$ cat src/rtl/vfs_pkg.sv
package vfs_pkg;

    typedef enum logic [2:0] {
        ST_ACTIVE = 3'd0,
        ST_PAD    = 3'd1,
        ST_ALIGN  = 3'd2,
        ST_SYNC   = 3'd3,
        ST_TAIL   = 3'd4,
        ST_FIXED  = 3'd5
    } vfs_state_e;

endpackage

$ cat src/rtl/vfs_len_latch.sv
module vfs_len_latch #(
    parameter int PAD_W  = 10,
    parameter int SYNC_W = 6,
    parameter int TAIL_W = 6,
    parameter int CNT_W  = 10
) (
    input  logic              clk,
    input  logic              rst_n,
    input  logic              load,
    input  logic [PAD_W-1:0]  pad_len,
    input  logic [SYNC_W-1:0] sync_len,
    input  logic [TAIL_W-1:0] tail_len,
    output logic [CNT_W-1:0]  pad_last,
    output logic [CNT_W-1:0]  sync_last,
    output logic [CNT_W-1:0]  tail_last
);

    // A programmed length of zero is treated as one line.
    function automatic logic [CNT_W-1:0] last_index(input logic [CNT_W-1:0] len);
        if (len == '0)
            return '0;
        else
            return len - CNT_W'(1);
    endfunction

    logic [CNT_W-1:0] pad_ext;
    logic [CNT_W-1:0] sync_ext;
    logic [CNT_W-1:0] tail_ext;

    always_comb begin
        pad_ext  = CNT_W'(pad_len);
        sync_ext = CNT_W'(sync_len);
        tail_ext = CNT_W'(tail_len);
    end

    always_ff @(posedge clk or negedge rst_n) begin
        if (!rst_n) begin
            pad_last  <= '0;
            sync_last <= '0;
            tail_last <= '0;
        end else if (load) begin
            pad_last  <= last_index(pad_ext);
            sync_last <= last_index(sync_ext);
            tail_last <= last_index(tail_ext);
        end
    end


    len_hold_chk: assert property (@(posedge clk) disable iff (!rst_n)
        !load |=> ($stable(pad_last) && $stable(sync_last) && $stable(tail_last)));

endmodule

$ cat src/rtl/vfs_step_sel.sv
module vfs_step_sel
    import vfs_pkg::*;
(
    input  vfs_state_e state,
    input  logic       field_odd,
    input  logic       line_end,
    input  logic       mid_line,
    output logic       step
);

    // Odd-field sync and its alignment run on midline strobes so
    // that vsync lands half a line away from the even field.
    always_comb begin
        unique case (state)
            ST_ALIGN: step = mid_line;
            ST_SYNC:  step = field_odd ? mid_line : line_end;
            default:  step = line_end;
        endcase
    end

endmodule

$ cat src/rtl/vfs_fsm.sv
module vfs_fsm
    import vfs_pkg::*;
#(
    parameter int VIS_LINES   = 404,
    parameter int FIXED_LINES = 14,
    parameter int CNT_W       = 10,
    parameter int VIS_W       = 9
) (
    input  logic             clk,
    input  logic             rst_n,
    input  logic             step,
    input  logic             line_end,
    input  logic             mid_line,
    input  logic [CNT_W-1:0] pad_last,
    input  logic [CNT_W-1:0] sync_last,
    input  logic [CNT_W-1:0] tail_last,
    output vfs_state_e       state,
    output logic             field_odd,
    output logic             fld_start,
    output logic             vblank,
    output logic             vsync,
    output logic [VIS_W-1:0] vis_line
);

    localparam logic [CNT_W-1:0] VIS_LAST = CNT_W'(VIS_LINES - 1);
    localparam logic [CNT_W-1:0] FIX_LAST = CNT_W'(FIXED_LINES - 1);

    vfs_state_e       state_nx;
    logic [CNT_W-1:0] cnt;
    logic [CNT_W-1:0] cnt_nx;
    logic [CNT_W-1:0] limit;
    logic             done;
    logic             wrap;

    always_comb begin
        unique case (state)
            ST_ACTIVE: limit = VIS_LAST;
            ST_PAD:    limit = pad_last;
            ST_ALIGN:  limit = '0;
            ST_SYNC:   limit = sync_last;
            ST_TAIL:   limit = tail_last;
            ST_FIXED:  limit = FIX_LAST;
            default:   limit = '0;
        endcase
    end

    assign done = step && (cnt == limit);
    assign wrap = done && (state == ST_FIXED);

    always_comb begin
        state_nx = state;
        cnt_nx   = cnt;
        if (step) begin
            if (done) begin
                cnt_nx = '0;
                unique case (state)
                    ST_ACTIVE: state_nx = ST_PAD;
                    ST_PAD:    state_nx = field_odd ? ST_ALIGN : ST_SYNC;
                    ST_ALIGN:  state_nx = ST_SYNC;
                    ST_SYNC:   state_nx = ST_TAIL;
                    ST_TAIL:   state_nx = ST_FIXED;
                    ST_FIXED:  state_nx = ST_ACTIVE;
                    default:   state_nx = ST_ACTIVE;
                endcase
            end else begin
                cnt_nx = cnt + CNT_W'(1);
            end
        end
    end

    // State register process.
    always_ff @(posedge clk or negedge rst_n) begin
        if (!rst_n) begin
            state     <= ST_ACTIVE;
            cnt       <= '0;
            field_odd <= 1'b0;
            fld_start <= 1'b1;
        end else begin
            state     <= state_nx;
            cnt       <= cnt_nx;
            fld_start <= wrap;
            if (wrap)
                field_odd <= ~field_odd;
        end
    end

    // Output process.
    always_comb begin
        vblank   = 1'b1;
        vsync    = 1'b0;
        vis_line = '0;
        unique case (state)
            ST_ACTIVE: begin
                vblank   = 1'b0;
                vis_line = VIS_W'(cnt);
            end
            ST_SYNC:   vsync = 1'b1;
            ST_PAD, ST_ALIGN, ST_TAIL, ST_FIXED: begin
                vblank = 1'b1;
            end
            default:   vblank = 1'b1;
        endcase
    end


    vis_advance_chk: assert property (@(posedge clk) disable iff (!rst_n)
        (state == ST_ACTIVE && line_end && cnt != VIS_LAST)
        |=> (vis_line == $past(vis_line) + VIS_W'(1)));


    even_sync_edge_chk: assert property (@(posedge clk) disable iff (!rst_n)
        ($rose(vsync) && !field_odd) |-> $past(line_end));


    odd_sync_edge_chk: assert property (@(posedge clk) disable iff (!rst_n)
        (($rose(vsync) || $fell(vsync)) && field_odd) |-> $past(mid_line));


    field_toggle_chk: assert property (@(posedge clk) disable iff (!rst_n)
        !$stable(field_odd) |-> ($fell(vblank) && $past(line_end)));


    vblank_fall_chk: assert property (@(posedge clk) disable iff (!rst_n)
        $fell(vblank) |-> !$stable(field_odd));


    idle_hold_chk: assert property (@(posedge clk) disable iff (!rst_n)
        (!line_end && !mid_line) |=> ($stable(vis_line) && $stable(vsync) && $stable(vblank)));

endmodule

$ cat src/rtl/vfield_seq.sv
module vfield_seq
    import vfs_pkg::*;
#(
    parameter int VIS_LINES   = 404,
    parameter int FIXED_LINES = 14,
    parameter int PAD_W       = 10,
    parameter int SYNC_W      = 6,
    parameter int TAIL_W      = 6
) (
    input  logic                          clk,
    input  logic                          rst_n,
    input  logic                          line_end,
    input  logic                          mid_line,
    input  logic [PAD_W-1:0]              pad_len,
    input  logic [SYNC_W-1:0]             sync_len,
    input  logic [TAIL_W-1:0]             tail_len,
    output logic                          vblank,
    output logic                          vsync,
    output logic                          field_odd,
    output logic [$clog2(VIS_LINES)-1:0]  vis_line
);

    localparam int VIS_W  = $clog2(VIS_LINES);
    localparam int FIX_W  = $clog2(FIXED_LINES);
    localparam int W_A    = (PAD_W > VIS_W) ? PAD_W : VIS_W;
    localparam int W_B    = (SYNC_W > TAIL_W) ? SYNC_W : TAIL_W;
    localparam int W_C    = (W_A > W_B) ? W_A : W_B;
    localparam int CNT_W  = (W_C > FIX_W) ? W_C : FIX_W;

    vfs_state_e       state;
    logic             step;
    logic             fld_start;
    logic [CNT_W-1:0] pad_last;
    logic [CNT_W-1:0] sync_last;
    logic [CNT_W-1:0] tail_last;

    vfs_len_latch #(
        .PAD_W (PAD_W),
        .SYNC_W(SYNC_W),
        .TAIL_W(TAIL_W),
        .CNT_W (CNT_W)
    ) u_len (
        .clk      (clk),
        .rst_n    (rst_n),
        .load     (fld_start),
        .pad_len  (pad_len),
        .sync_len (sync_len),
        .tail_len (tail_len),
        .pad_last (pad_last),
        .sync_last(sync_last),
        .tail_last(tail_last)
    );

    vfs_step_sel u_step (
        .state    (state),
        .field_odd(field_odd),
        .line_end (line_end),
        .mid_line (mid_line),
        .step     (step)
    );

    vfs_fsm #(
        .VIS_LINES  (VIS_LINES),
        .FIXED_LINES(FIXED_LINES),
        .CNT_W      (CNT_W),
        .VIS_W      (VIS_W)
    ) u_fsm (
        .clk      (clk),
        .rst_n    (rst_n),
        .step     (step),
        .line_end (line_end),
        .mid_line (mid_line),
        .pad_last (pad_last),
        .sync_last(sync_last),
        .tail_last(tail_last),
        .state    (state),
        .field_odd(field_odd),
        .fld_start(fld_start),
        .vblank   (vblank),
        .vsync    (vsync),
        .vis_line (vis_line)
    );

endmodule

$ cat config.mk
export PLATFORM = sky130hd
export DESIGN_NAME = vfield_seq
export DESIGN_NICKNAME = d
export VERILOG_FILES = /design/src/rtl/vfs_pkg.sv /design/src/rtl/vfs_len_latch.sv /design/src/rtl/vfs_step_sel.sv /design/src/rtl/vfs_fsm.sv /design/src/rtl/vfield_seq.sv
export SDC_FILE = /design/constraint.sdc
export NUM_CORES = 1
export LEC_CHECK = 0
export ABC_AREA = 1
export BUFFER_PORTS_ARGS = -buffer_cell sky130_fd_sc_hd__buf_2
export CELL_PAD_IN_SITES_DETAIL_PLACEMENT = 1
export CELL_PAD_IN_SITES_GLOBAL_PLACEMENT = 1
export CORE_AREA = 2 2 86 88
export CTS_CLUSTER_SIZE = 20
export DETAILED_ROUTE_END_ITERATION = 8
export DIE_AREA = 0 0 88 90
export PLACE_DENSITY_LB_ADDON = 0.1
export SKIP_CTS_REPAIR_TIMING = 1
export SYNTH_ARGS = -nofsm -noshare
export SYNTH_HDL_FRONTEND = slang
export SYNTH_SLANG_ARGS = --single-unit
export TNS_END_PERCENT = 50
$ cat constraint.sdc
create_clock -name clk -period 1.7 [get_ports clk]
set_clock_uncertainty 0.1 [all_clocks]
set_input_delay 0.34 -clock clk [delete_from_list [all_inputs] [get_ports clk]]
set_output_delay 0.34 -clock clk [all_outputs]
set_load 0.01 [all_outputs]
==> run metrics <==
vias in the first global route between 2,000 and 3,000; Setup crit end kind flip-flop; Setup TNS -5360 ps; vias 2,532; switch share 0.341; Layout area overhead 35.8%; die width 88 um; overall power ~2.4 mW; part of the power in registers 0.448; net load switching power 0.813 mW; asr flop ratio synth 1.00; Synth area leaders dfrtp_1, nand2_1, inv_1; hpwl dp 6100 um; placed insts 515; status finished with violations; worst reg-to-reg setup slack -320 ps; Most used DFF post-synth dfrtp_1; worst hold path cell count 2; Post-synth top cells nand2_1, inv_1, nor2_1, dfrtp_1, nand3_1; io pins 38; combinational share of power 0.291; post-route ant nets 0; fmax between 400 and 500 MHz; post-route insts no fill 531; Worst EP required 1780 ps; Avg Cell Area, Syn between 7 and 8 sq um; CTS root buffer clkbuf_8; CTS tree done; Max Root-Sink Buffers 2; post-layout min period 2020 ps; Final Hold Violating Endpoints 0; post-synthesis mux area share 0; CTS sink cnt 39; nets 461; Synth Register Bits 39; clk slew on worst S/H paths 80 ps; Post-synth EDFFs 0; RR Startpoint u_fsm.state[0]; worst r2r path cells 11; Final period util 1.19; via/cell ratio 4.77; Peak VDD IR 0.268 mV; Synth area leader dfrtp_1; Compound-Gate Fraction of Synth Area 0.0841; Clk pwr share 0.261; critical path class reg -> reg; violated checks negative setup slack; GRT Residual Overflow 0; worst-margin pin slew 402 ps; cell area after synthesis 0.00254 sq mm; Reg2Reg Capture Point u_fsm.cnt[6]; final wirelength 7510 um; Slew Limit Fails 0; share of cells above drive strength 1 0.343; cell count after synthesis 342; adder-cell share of the synthesized area 0.0197; Synth Net Count 372; worst hold path type in -> reg; TritonCTS Buffers 5; largest family of logic cells by synthesized area simple AND/OR/NAND/NOR gates; Fill cells 914; Setup crit start kind flip-flop; Crit Path Max Fanout 6; DRC errors left 0; Placeable Area 0.00702 sq mm; Place WS -454 ps; WL per Instance 14.1 um; router iterations before antenna repair 5; sequential element share of the synthesized area 0.384; Synth Warn # 0; post-synthesis xor/xnor area fraction 0.0826; top-count cell post-synth nand2_1; CP arrival 2090 ps; num rows 31; internal power 1.57 mW; H-tree depth 2; Die Ht 90 um; Power Dens Cells 690 mW/mm^2; RSZ-0062 raised after global routing yes; total track usage 0.202; final number of setup-violating endpoints 26; largest net degree at the start of global routing 26; Setup WS post-layout -316 ps; die area 0.00792 sq mm; Worst Hold Path EP u_len.sync_last[0]; GP Congestion 0.842; Unique masters post-synth 33; P_leak 1.83 nW; Initial Util 0.362; initial antenna violation count 0; latest clock arrival within the worst-skew pair 290 ps; first-pass GRT wire length about 12,000 um; simple-gate portion of the synthesized area 0.320; Worst slew margin 0.732; max-cap check violation count 0; DRT iter0 DRCs 53; number of port buffers 37; hold path start sync_len[0]; # diodes 0; top-area cell type share of the netlist area 0.374
[worst max-delay path by stage]
stage,start,to,depth (start not counted)
floorplan,u_fsm.state[0],u_fsm.state[1],11
global placement,u_fsm.state[0],u_fsm.state[1],12
detailed placement,u_fsm.state[0],u_fsm.state[1],12
CTS,u_fsm.state[0],u_fsm.cnt[8],12
global route,u_fsm.state[0],u_fsm.cnt[6],14
finish,u_fsm.state[0],u_fsm.cnt[6],11
[critical path, stage by stage (launching register included)]
cell and delay [ps]:
dfrtp_2 450, buf_6 130, nand2_4 50, nor2_4 230, nand2_1 120, nand3_2 110
xor2_2 170, nand2_2 100, nor2_4 180, nand2_4 120, clkinv_4 90, nor2_1 40
[placed cells by master, fill, tap and decap left out, types with 3 or more instances in the layout]
cell      Yosys  layout
nand2_1      68      57
inv_1        51      50
buf_4         0      46
nor2_1       45      40
buf_2         0      37
dfrtp_1      38      35
nand3_1      29      23
o22ai_1      22      22
xor2_1       19      18
nand2_2       3      13
nand4_1      13      13
nor2_4        3       8
nand3_2       1       7
xnor2_1       5       5
clkbuf_8      0       5
o21ai_0       6       4
nor3_1        5       4
ha_1          4       4
buf_6         4       4
inv_2         2       3
nor2_2        3       3
nand2_4       2       3
dfrtp_2       0       3
[metal layers]
metal,share of wire,vias up,track usage
li1,-,1283,-
met1,0.46,1203,0.266
met2,0.51,41,0.345
met3,0.023,5,0.0275
met4,0.0093,0,0.0500
met5,0,-,0
[sequential cells by signal, indices dropped and copies added (netlist names)]
register,count
u_fsm.field_odd,1
u_fsm.cnt,10
u_fsm.fld_start,1
u_len.pad_last,10
u_len.sync_last,7
u_len.tail_last,7
u_fsm.state,3
[layout make-up]
type / count / area, sq um / share of cell area
clock inverter: 2 / 12.5 / 0.00362
inverter: 56 / 223 / 0.0645
tap: 99 / 124 / 0.0359
clock buffer: 6 / 72.6 / 0.0210
sequential: 39 / 981 / 0.284
timing repair buffer: 90 / 626 / 0.181
multi-input combinational: 239 / 1420 / 0.410
[per-stage QoR]
stage,hold WS (ps),util,area [sq um]
3_5_place_dp,197,0.450,3160
4_1_cts,-125,0.462,3250
3_3_place_gp,196,0.450,3160
5_1_grt,129,0.492,3450
6_report,137,0.492,3450
2_1_floorplan,-55.6,-,2560
[cell families after synthesis]
family,count (synthesis)
compound gates,35
xor+xnor,24
fa+ha+maj,4
buf+inv,64
flops,39
simple gates,176
[power by group through the flow]
stage	clock (mW)	sequential (mW)	combinational, mW
final	0.623	1.07	0.692
after global routing	0.677	1.08	0.776
after CTS	0.642	1.07	0.649
after detailed placement	0	1.08	0.647
after global placement	0	1.08	0.630
after floorplan	0	1.06	0.354
Power figures use the tool's default switching activity.
